<file path="src/rtl/rns_fwd_pkg.sv">
package rns_fwd_pkg;

    // Number of N-bit chunks needed to cover a W-bit word.
    function automatic int chunk_cnt(input int w, input int n);
        return (w + n - 1) / n;
    endfunction

    // Product of the three moduli (2^n-1)*2^n*(2^n+1).
    function automatic longint dyn_range(input int n);
        longint p;
        p = longint'(1) << n;
        return (p - 1) * p * (p + 1);
    endfunction

endpackage

</file>
<file path="src/rtl/rns_fold_minus.sv">
// Residue modulo 2^N-1 by end-around folding of N-bit chunks.
module rns_fold_minus #(
    parameter int N = 5,
    parameter int W = 16
) (
    input  logic [W-1:0] din,
    output logic [N-1:0] res
);
    import rns_fwd_pkg::*;

    localparam int K  = chunk_cnt(W, N);
    localparam int KW = K * N;
    localparam int SW = N + $clog2(K + 1) + 1;
    localparam logic [N-1:0] ALL1 = {N{1'b1}};

    logic [KW-1:0] ext;
    logic [SW-1:0] acc;
    logic [N-1:0]  folded;
    logic          neg;

    // Sign extension adds neg*2^KW, and 2^KW is 1 modulo 2^N-1.
    assign ext = KW'($signed(din));
    assign neg = din[W-1];

    always_comb begin
        acc = '0;
        for (int k = 0; k < K; k++) begin
            acc = acc + SW'(ext[k*N +: N]);
        end
        for (int f = 0; f < SW; f++) begin
            acc = {{(SW-N){1'b0}}, acc[N-1:0]} + (acc >> N);
        end
        folded = (acc[N-1:0] == ALL1) ? '0 : acc[N-1:0];
        if (neg) begin
            res = (folded == '0) ? (ALL1 - N'(1)) : (folded - N'(1));
        end else begin
            res = folded;
        end
    end
endmodule

</file>
<file path="src/rtl/rns_fold_plus.sv">
// Residue modulo 2^N+1 by an alternating chunk sum and a final correction.
module rns_fold_plus #(
    parameter int N = 5,
    parameter int W = 16
) (
    input  logic [W-1:0] din,
    output logic [N:0]   res
);
    import rns_fwd_pkg::*;

    localparam int K   = chunk_cnt(W, N);
    localparam int KW  = K * N;
    localparam int MOD = (1 << N) + 1;
    localparam int DW  = N + 2 + $clog2(2 * K + 3);
    localparam int L   = $clog2(2 * K + 2);
    localparam logic [DW-1:0] BIAS = DW'(MOD * (K + 1));

    logic [KW-1:0] ext;
    logic [DW-1:0] pos_sum;
    logic [DW-1:0] neg_sum;
    logic [DW-1:0] d;
    logic          neg;

    // Sign extension adds neg*2^KW, and 2^KW is (-1)^K modulo 2^N+1.
    assign ext = KW'($signed(din));
    assign neg = din[W-1];

    always_comb begin
        pos_sum = '0;
        neg_sum = '0;
        for (int k = 0; k < K; k++) begin
            if (k % 2 == 0) pos_sum = pos_sum + DW'(ext[k*N +: N]);
            else            neg_sum = neg_sum + DW'(ext[k*N +: N]);
        end
        d = pos_sum + BIAS - neg_sum;
        if (neg) begin
            if (K % 2 == 0) d = d - DW'(1);
            else            d = d + DW'(1);
        end
        for (int j = L; j >= 0; j--) begin
            if (d >= (DW'(MOD) << j)) d = d - (DW'(MOD) << j);
        end
        res = d[N:0];
    end
endmodule

</file>
<file path="src/rtl/rns_range_flag.sv">
// Flags inputs outside the signed dynamic range -M/2 .. M/2-1.
module rns_range_flag #(
    parameter int N = 5,
    parameter int W = 16
) (
    input  logic [W-1:0] din,
    output logic         oor
);
    import rns_fwd_pkg::*;

    localparam longint HALF = dyn_range(N) / 2;

    logic signed [63:0] xs;

    assign xs  = 64'($signed(din));
    assign oor = (xs < -HALF) || (xs > (HALF - 1));
endmodule

</file>
<file path="src/rtl/rns_fwd_conv.sv">
// Signed binary to {2^N-1, 2^N, 2^N+1} residue converter, one-cycle latency.
module rns_fwd_conv #(
    parameter int N = 5,
    parameter int W = 16
) (
    input  logic         clk,
    input  logic         rst_n,
    input  logic         vld_i,
    input  logic [W-1:0] din,
    output logic         vld_o,
    output logic [N-1:0] res_lo,
    output logic [N-1:0] res_pow,
    output logic [N:0]   res_hi,
    output logic         oor_o
);
    localparam int M_LO = (1 << N) - 1;
    localparam int M_HI = (1 << N) + 1;

    logic [N-1:0] lo_d;
    logic [N:0]   hi_d;
    logic         oor_d;

    rns_fold_minus #(.N(N), .W(W)) u_minus (.din(din), .res(lo_d));
    rns_fold_plus  #(.N(N), .W(W)) u_plus  (.din(din), .res(hi_d));
    rns_range_flag #(.N(N), .W(W)) u_range (.din(din), .oor(oor_d));

    always_ff @(posedge clk) begin
        if (!rst_n) begin
            vld_o   <= 1'b0;
            res_lo  <= '0;
            res_pow <= '0;
            res_hi  <= '0;
            oor_o   <= 1'b0;
        end else begin
            vld_o <= vld_i;
            if (vld_i) begin
                res_lo  <= lo_d;
                res_pow <= din[N-1:0];
                res_hi  <= hi_d;
                oor_o   <= oor_d;
            end
        end
    end


    vld_follow_chk: assert property (@(posedge clk) disable iff (!rst_n)
        vld_i |=> vld_o);

    vld_drop_chk: assert property (@(posedge clk) disable iff (!rst_n)
        !vld_i |=> !vld_o);

    hold_chk: assert property (@(posedge clk) disable iff (!rst_n)
        !vld_i |=> ($stable(res_lo) && $stable(res_pow) && $stable(res_hi) && $stable(oor_o)));

    pow_low_chk: assert property (@(posedge clk) disable iff (!rst_n)
        vld_i |=> (res_pow == $past(din[N-1:0])));

    lo_bound_chk: assert property (@(posedge clk) disable iff (!rst_n)
        int'(res_lo) < M_LO);

    hi_bound_chk: assert property (@(posedge clk) disable iff (!rst_n)
        int'(res_hi) < M_HI);
endmodule

</file>
<file path="config.mk">
export PLATFORM = sky130hd
export DESIGN_NAME = rns_fwd_conv
export DESIGN_NICKNAME = d
export VERILOG_FILES = /design/src/rtl/rns_fwd_pkg.sv /design/src/rtl/rns_fold_minus.sv /design/src/rtl/rns_fold_plus.sv /design/src/rtl/rns_range_flag.sv /design/src/rtl/rns_fwd_conv.sv
export SDC_FILE = /design/constraint.sdc
export NUM_CORES = 1
export LEC_CHECK = 0
export BUFFER_PORTS_ARGS = -buffer_cell sky130_fd_sc_hd__clkbuf_2
export CORE_MARGIN = 2
export CORE_UTILIZATION = 40
export CTS_BUF_LIST = sky130_fd_sc_hd__clkbuf_16
export DETAILED_ROUTE_END_ITERATION = 10
export GPL_ROUTABILITY_DRIVEN = 1
export GPL_TIMING_DRIVEN = 0
export HOLD_SLACK_MARGIN = 0.12
export PLACE_DENSITY = 0.57
export SYNTH_ARGS = -nofsm -noshare
export SYNTH_HDL_FRONTEND = slang
export SYNTH_SLANG_ARGS = --single-unit
</file>
<file path="constraint.sdc">
create_clock -name clk -period 11.9 [get_ports clk]
set_input_delay 0 -clock clk [delete_from_list [all_inputs] [get_ports clk]]
set_output_delay 0 -clock clk [all_outputs]
set_load 0.03 [all_outputs]
</file>
; After elaboration in Yosys (flattened, before gate mapping)
; Index checks and enable logic that the tools add are counted.
[word_totals]
out_inout_bits = 18
regBits = 18
inputBits = 19
elab_cells = 47
[op_classes]
n_lt_le_gt_ge = 7
add_sub_neg = 23
n_reduce_logical = 2
eq_ne = 1
mux = 9
[ops]
columns = op, n
row1 = $mux W11, 5
row2 = $add A5 B4 Y6, 8
row3 = $add A5 B5 Y6, 3
row4 = $add A9 B5 Y9, 2
row5 = $gt A16 B15 Y1 const B, 1
row6 = $lt A16 B15 Y1 const B, 1
row7 = $mux W5, 3
row8 = $add A11 B8 Y11 const B, 1
row9 = $ge A11 B10 Y1 const B, 1
row10 = $ge A11 B6 Y1 const B, 1
row11 = $ge A11 B7 Y1 const B, 1
row12 = $ge A11 B8 Y1 const B, 1
row13 = $ge A11 B9 Y1 const B, 1
row14 = $sub A11 B1 Y11 const B, 1
row15 = $sub A11 B10 Y11 const B, 1
row16 = $sub A11 B11 Y11, 1
row17 = $sub A11 B7 Y11 const B, 1
row18 = $sub A11 B8 Y11 const B, 1
row19 = $sub A11 B9 Y11 const B, 1
row20 = $mux W6, 1
row21 = $sub A6 B6 Y6 const B, 1
row22 = $add A5 B1 Y5, 1
row23 = $eq A5 B5 Y1 const B, 1
row24 = $logic_not A5 Y1, 1
row25 = 2 further kinds, 2

; Longest topological paths before layout
[depth]
ltp_word = 17
ltp_mapped = 58
mapped_depth_nobuf = 58

; By module
; A second synthesis with hierarchy kept.
[hier_totals]
hier_cells = 488
hier_area_um2 = 4351.7
[modules_own_cells]
columns = module, cells_each, area_per_inst_um2, instances, seq_area_each_um2
row1 = rns_fold_minus, 218, 1874.3, 1, 0.0
row2 = rns_fold_plus, 204, 1741.7, 1, 0.0
row3 = rns_fwd_conv, 56, 679.4, 1, 360.3
row4 = rns_range_flag, 10, 56.3, 1, 0.0

; Least setup slack after synthesis
; OpenSTA, ideal clock, no wires.
[synth_timing]
path_kind = in2reg
from = input din[0]
to = register res_lo[3]
cell_stages = 53
t_arrival_ns = 9.158
setup_time_ns = 0.058
setup_slack_ns = 2.683
required_ns = 11.842
path_buffers = 0
path_cell_list = ha_1 -> inv_1 -> fa_1 -> xor2_1 -> fa_1 -> inv_1 -> ha_1 -> a21o_1 -> a21oi_1 -> nor2b_1 -> o21ai_0 -> nand2b_1 -> ha_1 -> a21oi_1 -> nor2_1 -> and3_1 -> ha_1 -> ha_1 -> [17 not listed] -> ha_1 -> nand2_1 -> nor2b_1 -> nand2_1 -> nor2_1 -> ha_1 -> ha_1 -> xor2_1 -> xnor2_1 -> and4_1 -> nand2_2 -> nand2_1 -> ha_1 -> nand3_1 -> mux2i_1 -> inv_1 -> o311ai_1 -> o211a_1
[synth_via]
elab_chain_cells = 17
elab_cells_between_ends = 18
cone_classes = 13 x add/sub / 1 x eq/ne / 3 x mux / 1 x reduce/logical
[synth_rtl]
columns = item, line_no
row1 = "start, declared", rns_fwd_conv.sv:9  ; input logic [W-1:0] din,
row2 = $add A5 B5 Y6 (*), rns_fold_minus.sv:28  ; acc = acc + SW'(ext[k*N +: N]);
row3 = $add A9 B5 Y9 (*) (2 in a row), rns_fold_minus.sv:28
row4 = $add A5 B4 Y6 (*) (8 in a row), rns_fold_minus.sv:31  ; acc = {{(SW-N){1'b0}}, acc[N-1:0]} + (acc >> N);
row5 = $add A5 B1 Y5 (*), rns_fold_minus.sv:31
row6 = $eq A5 B5 Y1, rns_fold_minus.sv:33  ; folded = (acc[N-1:0] == ALL1) ? '0 : acc[N-1:0];
row7 = $mux W5 (*), rns_fold_minus.sv:33
row8 = $sub A5 B1 Y5 or $logic_not A5 Y1 (tied branches), rns_fold_minus.sv:35  ; res = (folded == '0) ? (ALL1 - N'(1)) : (folded - N'(1));
row9 = $mux W5, rns_fold_minus.sv:35
row10 = $mux W5 (*), rns_fold_minus.sv:34  ; if (neg) begin
row11 = "end signal, assigned", rns_fwd_conv.sv:37  ; res_lo <= lo_d;
row12 = "end, declared", rns_fwd_conv.sv:11  ; output logic [N-1:0] res_lo,
; Mark *: on every way between the ends. The rest lies on a longest branch, timed or not.
; A chain may end at the register's enable or synchronous reset.

; Final worst setup path
; Same ends and word-level chain as after synthesis.

==> impl_metrics.toml <==
[run_status]
status = "finished clean"

[placed_design]
dp_cells = 634
postPlaceCellArea_mm2 = 0.00426
dp_hpwl_um = 7390
dp_slack_ns = 1.31
portBuffers = 35
gp_congestion = 0.882

[final_layout]
finish.utilization = 0.457
fin_nets = 600
final_cell_count_no_fill = 644
final_cell_mix = "ha_1 (58), inv_1 (45), clkbuf_2 (35)"
final_cell_area_mm2 = 0.00440
diodes = 0
area_growth_syn_to_layout_pct = 12.2
n_fill_cell = 992
drive_gt1_frac = 0.168
final_common_cell = "ha_1"

[worst_setup_path]
cp_data_arrival_time_ns = 11.04
crit_family = "adder cells"
cp_max_fo = 6
cp_common_cell = "ha_1"
cp_num_buf_inv = 6
worstSetupPathType = "in2reg"
critPathLaunchType = "input port"
slowest_delay_ns = 0.56
cp_slowest_cell = "fa_1"
cp-end-kind = "flop"
cp.required_ns = 12.10

[clock_network]
post_cts_resized = 0
cts_root_buf = "clkbuf_16"
htree_levels = 1
clkTransAtPathRegs_ns = 0.05
cts_max_path_buffers = 2
clock_sinks = 18
cts_made_buffers = 3
tritoncts = "done"
clk_latency_ns = 0.25

[detailed_routing]
wl_per_cell_um = 13.8
dr.pass1.iters = 5
via_per_inst = 5.33
postRouteAntennaNets = 0
vias = 3433
postRouteWirelength_um = 8880
drc = 0
drt_iter0_drc = 117

[sta]
hold_viol = 0
period_share = 0.912
clock_skew_ns = 0
max_freq_ghz = 0.0922
worst_slew_pin_slew_ns = 0.583
rsz0062_at_grt = "no"
drv_slew = 0
fin_ws_ns = 1.05
slew_headroom = 0.608
finalCriticalPeriod_ns = 10.85
tns_ns = 0
finalSetupViolCount = 0

[global_route]
grt_use_met1 = 0.246
grt_max_degree = 12
grt_util_met2 = 0.282
grtUsageMet3 = 0.0210
grt-ovfl-total = 0
grt_pass1_wl_um = 15000
top_usage_layer = "met2"
grt_pass1_vias = 3247
grtUsageTotal = 0.172
grt_antenna_before_repair = 0

[floorplanning]
start_util = 0.407
num_rows = 36
fp.dieW_um = 103
die_y_um = 103
core_mm2 = 0.00964
die_area_mm2 = 0.0106
io_pins = 37

[pwr]
pwr_density_cell_mw_per_mm2 = 303
p_int_w = 0.000599
ir_drop_uv = 143
power_switching_w = 0.000736
p_clk_frac = 0.050
power_frac_seq = 0.065
p_comb_frac = 0.885
swShare = 0.551
power.leakage_nw = 2.05

[logic_synthesis]
synthMuxAreaShare = 0.0376
synth_top_family_by_area = "adder cells"
ys_top_cells_by_area = "ha_1 (19%), dfxtp_1 (9.2%), xnor2_1 (5.8%)"
synth_compound_area_frac = 0.207
synth-main-ff-cell = "dfxtp_1"
yosysTopAreaCell = "ha_1"
synth_area_mm2 = 0.00392
synth_seq_cells = 18
synthXorXnorAreaFrac = 0.153
synth.distinct_cells = 89
synth-seq-area-share = 0.0919
synthDominantCellAreaShare = 0.185
syn-num-nets = 554
async_flop_share = 0
synth-simple-area-share = 0.210
ys_warn_count = 0
syn_inst = 466
synth_edf_count = 0
synthAdderAreaFrac = 0.241
syn_area_per_cell_um2 = 8.42

[run]
maxCapViolCount = 0

[min_path]
hold_path_class = "in2reg"
[worst register-to-register path, cell delays in order, from the launching register on]
cell and delay (ns):
dfxtp_1 0.36, nor2_1 0.05, a211oi_1 0.21
[state kept, by name, indices dropped and copies added (netlist names)]
| name | count |
|---|---|
| res_pow | 5 |
| res_hi | 6 |
| oor_o | 1 |
| vld_o | 1 |
| res_lo | 5 |
[what timing repair did]
item / in CTS / in global routing
hold buffers: 6 / 0
hold endpoints to repair: 12 / 0
setup buffers: 0 / 0
[power groups by stage]
stage                     clock network [W]  registers, W  logic [W]
after floorplan                           0      0.000117   0.000935
after global placement                    0     0.0000874    0.00116
after detailed placement                  0     0.0000873    0.00117
after CTS                         0.0000696     0.0000863    0.00118
after global routing              0.0000722     0.0000878    0.00131
final                             0.0000674     0.0000862    0.00118
[Yosys cell counts (3+ instances only)]
| cell | instances |
|---|---|
| o21ai_0 | 15 |
| nor4_1 | 5 |
| nor2_1 | 33 |
| nand3b_1 | 5 |
| nor3_1 | 7 |
| nor3b_1 | 5 |
| a211oi_1 | 7 |
| a21oi_1 | 25 |
| xor2_1 | 17 |
| inv_2 | 3 |
| xor2_2 | 4 |
| a31oi_1 | 6 |
| o221ai_1 | 3 |
| nand3_1 | 12 |
| o31ai_1 | 3 |
| fa_1 | 11 |
| and3_1 | 4 |
| nor2b_1 | 6 |
| dfxtp_1 | 18 |
| a21o_1 | 9 |
| xnor2_1 | 26 |
| inv_1 | 45 |
| ha_1 | 58 |
| nand4_1 | 7 |
| nand2_1 | 30 |
| nand2b_1 | 6 |
| mux2i_1 | 11 |
| a21oi_2 | 3 |
[metal layers]
| metal | vias up | routed length (um) |
|---|---|---|
| li1 | 1778 | - |
| met1 | 1581 | 4390 |
| met2 | 64 | 4070 |
| met3 | 10 | 328 |
| met4 | 0 | 91 |
| met5 | - | 0 |
[area by class of cell]
class / instances / area (um^2) / area share
Multi-Input combinational cell: 394 / 3330 / 0.756
Inverter: 49 / 184 / 0.0418
Clock inverter: 1 / 3.75 / 0.000853
Buffer: 5 / 47.5 / 0.0108
Sequential cell: 18 / 360 / 0.0818
Tap cell: 133 / 166 / 0.0378
Timing Repair Buffer: 41 / 235 / 0.0534
Clock buffer: 3 / 75.1 / 0.0171
[metrics by stage]
stage               power [W]  hold WS [ns]
global placement      0.00125         0.274
finish                0.00133         0.119
global route          0.00147         0.169
detailed placement    0.00126         0.279
CTS                   0.00134         0.124
floorplan             0.00105         0.147
[worst paths after layout]
kind,start,to,slack (ns),cells after the start
hold / removal,vld_i,res_lo[0],0.12,3
setup / recovery,din[0],res_lo[3],1.05,57
hold reg to reg,res_hi[1],res_hi[1],0.48,1
setup reg to reg,res_hi[3],res_hi[3],11.20,2
[kinds of logic after synthesis]
group / count (synthesis)
compound gates: 110
xor+xnor: 54
fa+ha+maj: 69
buf+inv: 54
flops: 18
mux: 14
simple gates: 147
Power figures use the tool's default switching activity.
